**config.mk**
```make
export PLATFORM = sky130hd
export DESIGN_NAME = ccu_array
export DESIGN_NICKNAME = d
export VERILOG_FILES = /design/src/rtl/ccu_pkg.sv /design/src/rtl/ccu_src.sv /design/src/rtl/ccu_sync.sv /design/src/rtl/ccu_unit.sv /design/src/rtl/ccu_array.sv
export SDC_FILE = /design/constraint.sdc
export NUM_CORES = 1
export LEC_CHECK = 0
export ABC_AREA = 1
export ABC_CLOCK_PERIOD_IN_PS = 2100
export BUFFER_PORTS_ARGS = -buffer_cell sky130_fd_sc_hd__buf_2
export CAP_MARGIN = 40
export CELL_PAD_IN_SITES_DETAIL_PLACEMENT = 0
export CELL_PAD_IN_SITES_GLOBAL_PLACEMENT = 1
export CORE_ASPECT_RATIO = 1.1
export CORE_MARGIN = 2
export CORE_UTILIZATION = 35
export DETAILED_ROUTE_END_ITERATION = 6
export PLACE_DENSITY_LB_ADDON = 0.1
export SYNTH_ARGS = -nofsm -noshare
export SYNTH_HDL_FRONTEND = slang
export SYNTH_SLANG_ARGS = --single-unit
```
**constraint.sdc**
```tcl
create_clock -name clk -period 2.1 [get_ports clk]
set_clock_uncertainty 0.2 [all_clocks]
set_input_delay 0.42 -clock clk [delete_from_list [all_inputs] [get_ports clk]]
set_output_delay 0.42 -clock clk [all_outputs]
set_load 0.03 [all_outputs]
```
**src/rtl/ccu_pkg.sv**
```systemverilog
package ccu_pkg;
  localparam int CNT_W  = 16;
  localparam int DATA_W = 8;

  localparam int MB_IE   = 0;
  localparam int MB_PWM  = 1;
  localparam int MB_TOG  = 2;
  localparam int MB_MAT  = 3;
  localparam int MB_CAPN = 4;
  localparam int MB_CAPP = 5;
  localparam int MB_ECOM = 6;
  localparam int MODE_W  = 7;

  localparam int CB_OVF = 7;
  localparam int CB_RUN = 6;

  localparam int CFB_OVF_IE = 0;
  localparam int CFB_IDLE   = 7;

  localparam int A_CTRL  = 0;
  localparam int A_CFG   = 1;
  localparam int A_CNTL  = 2;
  localparam int A_CNTH  = 3;
  localparam int A_MODE0 = 4;

  typedef enum logic [1:0] {
    SRC_DIV_A = 2'b00,
    SRC_DIV_B = 2'b01,
    SRC_T0    = 2'b10,
    SRC_EXT   = 2'b11
  } src_e;

  function automatic logic [CNT_W-1:0] put_byte(input logic [CNT_W-1:0] old,
                                                input logic hi,
                                                input logic [DATA_W-1:0] b);
    logic [CNT_W-1:0] r;
    r = old;
    if (hi) r[15:8] = b;
    else    r[7:0]  = b;
    return r;
  endfunction

  function automatic logic sticky_next(input logic old, input logic wr,
                                       input logic wval, input logic hw_set);
    return (wr ? wval : old) | hw_set;
  endfunction

  function automatic logic at_top(input logic [CNT_W-1:0] c);
    return &c;
  endfunction
endpackage

```
**src/rtl/ccu_src.sv**
```systemverilog
module ccu_src #(
  parameter int DIV_A = 12,
  parameter int DIV_B = 4
) (
  input  logic       clk,
  input  logic       rst_n,
  input  logic [1:0] sel,
  input  logic       t0_pulse,
  input  logic       ext_rise,
  output logic       tick
);
  import ccu_pkg::*;
  localparam int PW_A = $clog2(DIV_A);
  localparam int PW_B = $clog2(DIV_B);
  localparam logic [PW_A-1:0] LAST_A = PW_A'(DIV_A - 1);
  localparam logic [PW_B-1:0] LAST_B = PW_B'(DIV_B - 1);

  logic [PW_A-1:0] pa_q;
  logic [PW_B-1:0] pb_q;
  logic tick_a, tick_b;

  assign tick_a = (pa_q == LAST_A);
  assign tick_b = (pb_q == LAST_B);

  always_ff @(posedge clk or negedge rst_n) begin
    if (!rst_n) begin
      pa_q <= '0;
      pb_q <= '0;
    end else begin
      pa_q <= tick_a ? '0 : pa_q + 1'b1;
      pb_q <= tick_b ? '0 : pb_q + 1'b1;
    end
  end

  always_comb begin
    unique case (src_e'(sel))
      SRC_DIV_A: tick = tick_a;
      SRC_DIV_B: tick = tick_b;
      SRC_T0:    tick = t0_pulse;
      default:   tick = ext_rise;
    endcase
  end
endmodule

```
**src/rtl/ccu_sync.sv**
```systemverilog
module ccu_sync #(
  parameter int W = 1
) (
  input  logic         clk,
  input  logic         rst_n,
  input  logic [W-1:0] raw,
  output logic [W-1:0] rise,
  output logic [W-1:0] fall
);
  logic [W-1:0] s1_q, s2_q, s3_q;

  always_ff @(posedge clk or negedge rst_n) begin
    if (!rst_n) begin
      s1_q <= '0;
      s2_q <= '0;
      s3_q <= '0;
    end else begin
      s1_q <= raw;
      s2_q <= s1_q;
      s3_q <= s2_q;
    end
  end

  assign rise = s2_q & ~s3_q;
  assign fall = ~s2_q & s3_q;
endmodule

```
**src/rtl/ccu_unit.sv**
```systemverilog
module ccu_unit (
  input  logic        clk,
  input  logic        rst_n,
  input  logic        mode_we,
  input  logic        lo_we,
  input  logic        hi_we,
  input  logic [7:0]  wdata,
  input  logic [15:0] cnt,
  input  logic        step,
  input  logic        rise,
  input  logic        fall,
  output logic [6:0]  mode_q,
  output logic [15:0] word_q,
  output logic        pin_q,
  output logic        hit
);
  import ccu_pkg::*;
  logic cap_ev, match_ev;

  assign cap_ev   = (mode_q[MB_CAPP] & rise) | (mode_q[MB_CAPN] & fall);
  assign match_ev = step & mode_q[MB_ECOM] & mode_q[MB_MAT] & (cnt == word_q);
  assign hit      = cap_ev | match_ev;

  always_ff @(posedge clk or negedge rst_n) begin
    if (!rst_n) begin
      mode_q <= '0;
      word_q <= '0;
      pin_q  <= 1'b0;
    end else begin
      if (mode_we) mode_q <= wdata[MODE_W-1:0];
      if (cap_ev)     word_q <= cnt;
      else if (lo_we) word_q <= put_byte(word_q, 1'b0, wdata);
      else if (hi_we) word_q <= put_byte(word_q, 1'b1, wdata);
      if (match_ev && mode_q[MB_TOG]) pin_q <= ~pin_q;
    end
  end
endmodule

```
**src/rtl/ccu_array.sv**
```systemverilog
module ccu_array #(
  parameter int NMOD  = 5,
  parameter int AW    = 5,
  parameter int DIV_A = 12,
  parameter int DIV_B = 4
) (
  input  logic            clk,
  input  logic            rst_n,
  input  logic            idle_i,
  input  logic            t0_ovf_i,
  input  logic            ext_cnt_i,
  input  logic [NMOD-1:0] cc_pin_i,
  output logic [NMOD-1:0] cc_pin_o,
  input  logic            reg_we,
  input  logic [AW-1:0]   reg_addr,
  input  logic [7:0]      reg_wdata,
  output logic [7:0]      reg_rdata,
  output logic            irq_o
);
  import ccu_pkg::*;
  localparam int A_WORD0 = A_MODE0 + NMOD;

  logic            ovf_ie_q, idle_gate_q;
  logic [1:0]      src_q;
  logic            ovf_q, run_q;
  logic [NMOD-1:0] flag_q;
  logic [15:0]     cnt_q;
  logic            step_q;

  logic ctrl_we, cfg_we, cntl_we, cnth_we, cnt_wr;
  logic tick, ext_rise, ext_fall, cnt_inc, roll;
  logic [NMOD-1:0] pin_rise, pin_fall, hit, ie_vec;
  logic [NMOD-1:0] mode_we, lo_we, hi_we;
  logic [6:0]      mode_q [NMOD];
  logic [15:0]     word_q [NMOD];

  assign ctrl_we = reg_we && (int'(reg_addr) == A_CTRL);
  assign cfg_we  = reg_we && (int'(reg_addr) == A_CFG);
  assign cntl_we = reg_we && (int'(reg_addr) == A_CNTL);
  assign cnth_we = reg_we && (int'(reg_addr) == A_CNTH);
  assign cnt_wr  = cntl_we | cnth_we;

  ccu_sync #(.W(1)) u_ext (
    .clk(clk), .rst_n(rst_n), .raw(ext_cnt_i), .rise(ext_rise), .fall(ext_fall)
  );

  ccu_sync #(.W(NMOD)) u_pins (
    .clk(clk), .rst_n(rst_n), .raw(cc_pin_i), .rise(pin_rise), .fall(pin_fall)
  );

  ccu_src #(.DIV_A(DIV_A), .DIV_B(DIV_B)) u_src (
    .clk(clk), .rst_n(rst_n), .sel(src_q), .t0_pulse(t0_ovf_i),
    .ext_rise(ext_rise), .tick(tick)
  );

  assign cnt_inc = run_q & ~(idle_gate_q & idle_i) & tick & ~cnt_wr;
  assign roll    = cnt_inc & at_top(cnt_q);

  genvar g;
  generate
    for (g = 0; g < NMOD; g++) begin : g_unit
      assign mode_we[g] = reg_we && (int'(reg_addr) == A_MODE0 + g);
      assign lo_we[g]   = reg_we && (int'(reg_addr) == A_WORD0 + 2*g);
      assign hi_we[g]   = reg_we && (int'(reg_addr) == A_WORD0 + 2*g + 1);
      ccu_unit u_unit (
        .clk(clk), .rst_n(rst_n),
        .mode_we(mode_we[g]), .lo_we(lo_we[g]), .hi_we(hi_we[g]),
        .wdata(reg_wdata), .cnt(cnt_q), .step(step_q),
        .rise(pin_rise[g]), .fall(pin_fall[g]),
        .mode_q(mode_q[g]), .word_q(word_q[g]),
        .pin_q(cc_pin_o[g]), .hit(hit[g])
      );
      assign ie_vec[g] = mode_q[g][MB_IE];
    end
  endgenerate

  always_ff @(posedge clk or negedge rst_n) begin
    if (!rst_n) begin
      ovf_ie_q    <= 1'b0;
      idle_gate_q <= 1'b0;
      src_q       <= 2'b00;
      ovf_q       <= 1'b0;
      run_q       <= 1'b0;
      flag_q      <= '0;
      cnt_q       <= '0;
      step_q      <= 1'b0;
    end else begin
      if (cfg_we) begin
        ovf_ie_q    <= reg_wdata[CFB_OVF_IE];
        src_q       <= reg_wdata[2:1];
        idle_gate_q <= reg_wdata[CFB_IDLE];
      end
      if (ctrl_we) run_q <= reg_wdata[CB_RUN];
      ovf_q <= sticky_next(ovf_q, ctrl_we, reg_wdata[CB_OVF], roll);
      for (int i = 0; i < NMOD; i++)
        flag_q[i] <= sticky_next(flag_q[i], ctrl_we, reg_wdata[i], hit[i]);
      if (cntl_we)      cnt_q <= put_byte(cnt_q, 1'b0, reg_wdata);
      else if (cnth_we) cnt_q <= put_byte(cnt_q, 1'b1, reg_wdata);
      else if (cnt_inc) cnt_q <= cnt_q + 16'd1;
      step_q <= cnt_inc;
    end
  end

  assign irq_o = (ovf_q & ovf_ie_q) | (|(flag_q & ie_vec));

  always_comb begin
    reg_rdata = '0;
    case (int'(reg_addr))
      A_CTRL: begin
        reg_rdata[CB_OVF]     = ovf_q;
        reg_rdata[CB_RUN]     = run_q;
        reg_rdata[NMOD-1:0]   = flag_q;
      end
      A_CFG:  reg_rdata = {idle_gate_q, 4'b0000, src_q, ovf_ie_q};
      A_CNTL: reg_rdata = cnt_q[7:0];
      A_CNTH: reg_rdata = cnt_q[15:8];
      default: begin
        for (int i = 0; i < NMOD; i++) begin
          if (int'(reg_addr) == A_MODE0 + i)     reg_rdata = {1'b0, mode_q[i]};
          if (int'(reg_addr) == A_WORD0 + 2*i)   reg_rdata = word_q[i][7:0];
          if (int'(reg_addr) == A_WORD0 + 2*i+1) reg_rdata = word_q[i][15:8];
        end
      end
    endcase
  end
endmodule

```
==> flow_metrics.py, run 1 <==
metrics = {
    "yosys": {
        "yosysWarnings": 0,
        "syn_nets": 1244,
        "synth_top_area_share_pct": 44.34,
        "synthTopCellsByCount": "nand2_1, dfrtp_1, inv_1",
        "postSynth.asyncResetShare_pct": 100.0,
        "synth_seq_cells": 172,
        "syn-cell-area_um2": 9707,
        "seq_area_frac_synth_pct": 44.34,
        "synthFlopType": "dfrtp_1",
        "synth.most_common_cell": "nand2_1",
        "synth.avg_cell_area_um2": 7.976,
        "yosysTopAreaCell": "dfrtp_1",
        "synthCells": 1217,
        "synthTopCellsByArea": "dfrtp_1, nand2_1, o221ai_1",
        "synth.distinct_cells": 46,
        "synth_edf_count": 0,
    },
    "cts": {
        "cts-root-buf": "clkbuf_16",
        "htreeDepth": 4,
        "numCtsBuffers": 17,
        "clock_sinks": 172,
        "clk_path_buf_depth": 2,
        "clkTransAtPathRegs_ps": 80,
        "cts_tree": "yes",
        "clk-insertion-delay-late_ps": 450,
    },
    "placed_design": {
        "placed_cells": 1781,
        "port_buffers": 37,
        "gp_congestion": 0.9559,
        "dp_hpwl_mm": 33.12,
    },
    "worst_setup_path": {
        "worst_setup_path_end_kind": "primary output",
        "reg2regPathDepth": 12,
        "cp_slowest_cell": "dfrtp_1",
        "critPathMaxFanout": 2,
        "cpPeakStageDelay_ps": 440,
        "path_cells": "nand2_1, nand3_1, nor2_2, nand4_1, nor2_1, nand2_1, nand2_1, nand3_1, nand2_1, nand3_2, buf_6",
        "cp_data_required_time_ps": 1480,
        "cp.arrival_ps": 2010,
        "start_kind": "flop",
        "path_class": "flop to primary output",
        "crit_top_cell": "nand2_1",
    },
    "flow_run": {
        "cap_viol_max_count": 0,
    },
    "drt": {
        "drt-initial-drc-count": 770,
        "top_layer": "met4",
        "met3WireLength_mm": 3.108,
        "route.vias.total": 9856,
        "ant_nets": 0,
        "wl_met2_mm": 19.62,
        "dr.pass1.iters": 5,
        "vias_per_cell": 5.368,
        "drc_errors": 0,
        "wl_per_cell_um": 23.31,
        "wl_met1_mm": 19.03,
        "drt_wl_total_mm": 42.79,
    },
    "timing": {
        "timing.hold.ws_ps": 151.8,
        "setup_viol": 12,
        "min_period_over_period_pct": 125.3,
        "fin_ws_ps": -532.0,
        "worst_pin_slew_ps": 736.9,
        "fmax_mhz": 379.9,
        "maxSlewViolCount": 0,
        "period_needed_ps": 2632,
        "setup_tns_ps": -3728,
        "rsz0062_at_grt": "true",
        "hold_viol_final": 0,
        "max_slew_margin_pct": 50.82,
    },
    "finish": {
        "stdcell_count": 1836,
        "drive_gt1_share_pct": 34.71,
        "fin_nets": 1492,
        "fillers": 2653,
        "area_delta_synth_final_pct": 38.91,
    },
    "power_and_ir_drop": {
        "power_w": 0.01541,
        "leakage_nw": 6.225,
        "vdd_drop_max_v": 0.0005649,
        "power_density_nw_per_um2": 1143,
    },
    "die": {
        "io_pins": 38,
        "core_area_um2": 27120,
        "fp.dieH_um": 178.7,
        "initial_core_util_pct": 35.80,
        "die_w_um": 162.8,
        "dieArea_um2": 29080,
        "rows": 63,
    },
    "global_route": {
        "overflow": 0,
        "grt_pass1_wl_mm": 63.02,
        "grt_max_degree": 45,
        "antenna_found_initial": 0,
        "grt_pass1_vias": 9626,
        "grt_usage_pct": 30.27,
    },
    "run_status": {
        "status": "complete, but fails checks",
        "violations": "negative setup slack",
    },
    "min_path": {
        "hold_path_class": "flop to flop",
        "whs_path_depth": 0,
    },
}
[power breakdown]
group | switching, W | total, W | leakage [nW] | internal [W]
combinational | 0.00384 | 0.00679 | 3.84 | 0.00296
sequential | 0.00112 | 0.00544 | 2.11 | 0.00431
clock | 0.00152 | 0.00318 | 0.275 | 0.00166
total | 0.00648 | 0.0154 | 6.23 | 0.00893
[metrics by stage]
step | worst slack [ps] | utilization [%] | cell area [um^2]
5_1_grt | -640.9 | 49.72 | 13480
4_1_cts | -526.0 | 48.18 | 13060
2_1_floorplan | -122.1 | - | 9876
3_5_place_dp | -705.5 | 44.61 | 12100
6_report | -532.0 | 49.73 | 13480
3_3_place_gp | -676.4 | 44.61 | 12100
[critical path: cells and delay by family, from the launching register on]
| kind | cells | cell delay, ps |
|---|---|---|
| and+or+nand+nor | 10 | 950 |
| DFF | 1 | 440 |
| buffers and inverters | 1 | 170 |
[layer usage]
metal / up-vias / GRT usage [%]
met1: 4831 / 41.87
met3: 56 / 6.662
met4: 0 / 8.886
met2: 333 / 47.62
met5: - / 0
li1: 4636 / -
[layout make-up]
type                            instances  area [um^2]  area share [%]
Multi-Input combinational cell        849         5246           38.91
Sequential cell                       172         4314           31.99
Timing Repair Buffer                  292         2391           17.73
Inverter                              133        519.2           3.851
Tap cell                              357        446.7           3.313
Clock buffer                           18        429.2           3.183
Clock inverter                         14        135.1           1.002
Antenna cell                            1        2.502         0.01856
[sequential cells by signal (all words and copies together) (netlist names), 2 cells and up]
name                  cells
flag_q                    5
u_src.pb_q                2
g_unit.u_unit.mode_q     35
src_q                     2
g_unit.u_unit.word_q     80
u_src.pa_q                4
u_pins.s3_q               5
g_unit.u_unit.pin_q       5
u_pins.s1_q               5
u_pins.s2_q               5
cnt_q                    16
[timing repair]
| action | in CTS | in global routing |
|---|---|---|
| pin swaps | 44 | 56 |
| setup buffers | 8 | 9 |
| hold buffers | 7 | 0 |
| gates resized for setup | 84 | 92 |
| hold endpoints to repair | 65 | 0 |
| endpoints found under the setup margin | 15 | 34 |
[worst paths after layout]
| path | start | slack, ps | end |
|---|---|---|---|
| setup / recovery | g_unit[0].u_unit.word_q[0] | -530 | reg_rdata[0] |
| hold / removal | u_pins.s1_q[0] | 150 | u_pins.s2_q[0] |
| setup reg to reg | cnt_q[0] | -20 | cnt_q[14] |
| hold reg to reg | u_pins.s1_q[0] | 150 | u_pins.s2_q[0] |
| max in group asynchronous | rst_n | 900 | g_unit[4].u_unit.word_q[11] |
| min in group asynchronous | rst_n | 230 | u_pins.s1_q[0] |
[kinds of logic after synthesis]
group	count (synthesis)	share of synthesized area, %
simple gates	565	26.61
buf+inv	196	8.159
compound gates	222	15.17
flops	172	44.34
fa+ha+maj	3	0.3867
xor+xnor	58	5.233
mux	1	0.1031
[layout by cell type (no fill, tap or decap), types with 31 or more instances in the layout]
cell type | Yosys | final
inv_2 | 25 | 31
xor2_1 | 43 | 42
o221ai_1 | 61 | 60
nand3_1 | 99 | 75
dfrtp_1 | 172 | 164
nand2_1 | 296 | 265
inv_1 | 102 | 89
nor2_1 | 63 | 38
o21ai_0 | 60 | 55
buf_4 | 9 | 224
Power figures use the tool's default switching activity.
==> run 2: changes to the inputs <==
Settings changed: REMOVE_ABC_BUFFERS set to 1.
==> run 2 against run 1 <==
- the run still ends with negative setup slack left
- clock power increased by 5%
- utilization decreased by 0.44 points
- via count about the same
- first-iteration DRC count increased by 3.4%
- global-route usage about the same
- sequential share of layout area increased by 0.29 points
==> flow_metrics.py, run 2 (synthesis results as in run 1) <==
metrics = {
    "run_status": {
        "status": "complete, but fails checks",
        "violations": "negative setup slack",
    },
    "power_and_ir_drop": {
        "power_density_nw_per_um2": 1163,
        "vdd_drop_max_v": 0.0005997,
        "leakage_nw": 6.206,
    },
    "cts": {
        "htreeDepth": 4,
        "clk_path_buf_depth": 2,
        "clk-insertion-delay-late_ps": 450,
        "clock_sinks": 172,
        "clkTransAtPathRegs_ps": 80,
        "numCtsBuffers": 17,
        "cts_tree": "yes",
        "cts-root-buf": "clkbuf_16",
    },
    "timing": {
        "worst_pin_slew_ps": 777.2,
        "max_slew_margin_pct": 48.13,
        "fmax_mhz": 372.0,
        "min_period_over_period_pct": 128.0,
        "rsz0062_at_grt": "true",
        "period_needed_ps": 2688,
        "setup_viol": 9,
        "fin_ws_ps": -588.4,
        "hold_viol_final": 0,
        "maxSlewViolCount": 0,
    },
    "finish": {
        "stdcell_count": 1830,
        "n_antenna_cell": 0,
        "final_util_pct": 49.28,
        "fillers": 2703,
        "fin_nets": 1489,
        "largest_reg_flops": 80,
        "final_cell_mix": "nand2_1, buf_4, dfrtp_1, inv_1, nand3_1",
        "area_delta_synth_final_pct": 37.68,
        "final-seq-area_um2": 4314,
        "reg.largest.list": "g_unit.u_unit.word_q: 80 flops, g_unit.u_unit.mode_q: 35 flops, cnt_q: 16 flops",
        "top_register": "g_unit.u_unit.word_q",
        "drive_gt1_share_pct": 33.74,
        "layout_commonest_cell": "nand2_1",
        "multi_input_area_um2": 5154,
    },
    "global_route": {
        "busiest_layer": "met2",
        "grt_pass1_wl_mm": 62.92,
        "antenna_found_initial": 1,
        "grt_max_degree": 49,
        "grt.met3_usage_pct": 6.315,
        "grt_use_met2_pct": 46.61,
        "grt_usage_pct": 30.27,
        "met1_usage_pct": 42.66,
        "overflow": 0,
        "grt_pass1_vias": 9621,
    },
    "worst_setup_path": {
        "cp.arrival_ps": 2070,
        "crit_top_cell": "nand3_2",
        "worst_setup_path_end_kind": "primary output",
        "cpPeakStageDelay_ps": 470,
        "cp_data_required_time_ps": 1480,
        "cp_slowest_cell": "dfrtp_2",
        "path_cells": "nand2_2, nand3_2, nor2_4, nand4_1, nand2_1, nand3_2, nand2_2, nand3_2, nand2_2, nand3_2, buf_6",
        "cp.buffers_inverters": 1,
        "start_kind": "flop",
        "path_delay_family": "simple AND/OR/NAND/NOR gates",
        "path_class": "flop to primary output",
        "critPathMaxFanout": 2,
    },
    "die": {
        "initial_core_util_pct": 35.80,
        "fp.dieH_um": 178.7,
        "die_w_um": 162.8,
        "io_pins": 38,
        "rows": 63,
        "dieArea_um2": 29080,
        "core_area_um2": 27120,
    },
    "placed_design": {
        "port_buffers": 37,
        "placed_cells": 1771,
        "dp_hpwl_mm": 32.63,
        "gp_congestion": 0.9529,
    },
    "drt": {
        "drt-initial-drc-count": 796,
        "ant_nets": 0,
        "route.vias.total": 9861,
        "wl_per_cell_um": 23.29,
        "vias_per_cell": 5.389,
        "dr.pass1.iters": 5,
        "drc_errors": 0,
        "drt_wl_total_mm": 42.63,
    },
    "flow_run": {
        "cap_viol_max_count": 0,
    },
    "min_path": {
        "hold_path_class": "flop to flop",
    },
}
==> run 2: changes by cell type in the layout (fill, tap and decap cells not counted), sizes merged <==
cell	previous run	this run
diode	1	0
buf	284	281
clkinv	10	6
clkinvlp	2	3
bufinv	1	2
==> run 2: stage by stage <==
step                      setup TNS (ps)  setup WS [ps]  power [W]  cell area (um^2)  hold WS (ps)
after global routing               -5140         -631.4    0.01637             13360         160.1
after floorplan                   -23300         -750.4   0.008054              9417        -75.59
final                              -3980         -588.4    0.01554             13360         149.7
after detailed placement          -18980         -703.6    0.01140             11850         137.1
after global placement            -18720         -707.1    0.01139             11850         132.4
after CTS                          -4103         -628.0    0.01505             12970         153.2
==> run 2: routing by layer <==
metal  vias to the layer above  share of wire (%)
met2                       349                 45
met3                        56                7.1
li1                       4633                  -
met4                         0                2.7
met1                      4823                 46
met5                         -                  0
==> run 2: cell type report <==
type,count,share of cell area (%)
Clock buffer,18,3.286
Sequential cell,172,32.28
Inverter,133,3.923
Timing Repair Buffer,289,17.48
Tap cell,357,3.342
Clock inverter,12,1.123
Multi-Input combinational cell,849,38.56
==> run 2: final timing paths <==
path / from / end / slack [ps] / cells past startpoint
worst max-delay path: g_unit[0].u_unit.word_q[5] / reg_rdata[5] / -590 / 11
worst min-delay path: u_pins.s1_q[2] / u_pins.s2_q[2] / 150 / 0
worst max register to register: cnt_q[1] / cnt_q[12] / 20 / 11
worst min register to register: u_pins.s1_q[2] / u_pins.s2_q[2] / 150 / 0
max in group asynchronous: rst_n / g_unit[0].u_unit.word_q[4] / 840 / 3
min in group asynchronous: rst_n / u_pins.s1_q[1] / 320 / 2
==> run 2: report_power, final <==
part | switching, W | internal (W)
sequential | 0.00112 | 0.00432
clock | 0.00152 | 0.00181
combinational | 0.00385 | 0.00293
total | 0.00649 | 0.00906
==> run 2: repair_timing <==
action,in CTS,in global routing
setup buffers,19,13
hold buffers,7,0
pin swaps,30,46
gates resized for setup,105,82
hold endpoints to repair,46,0
endpoints found under the setup margin,14,37
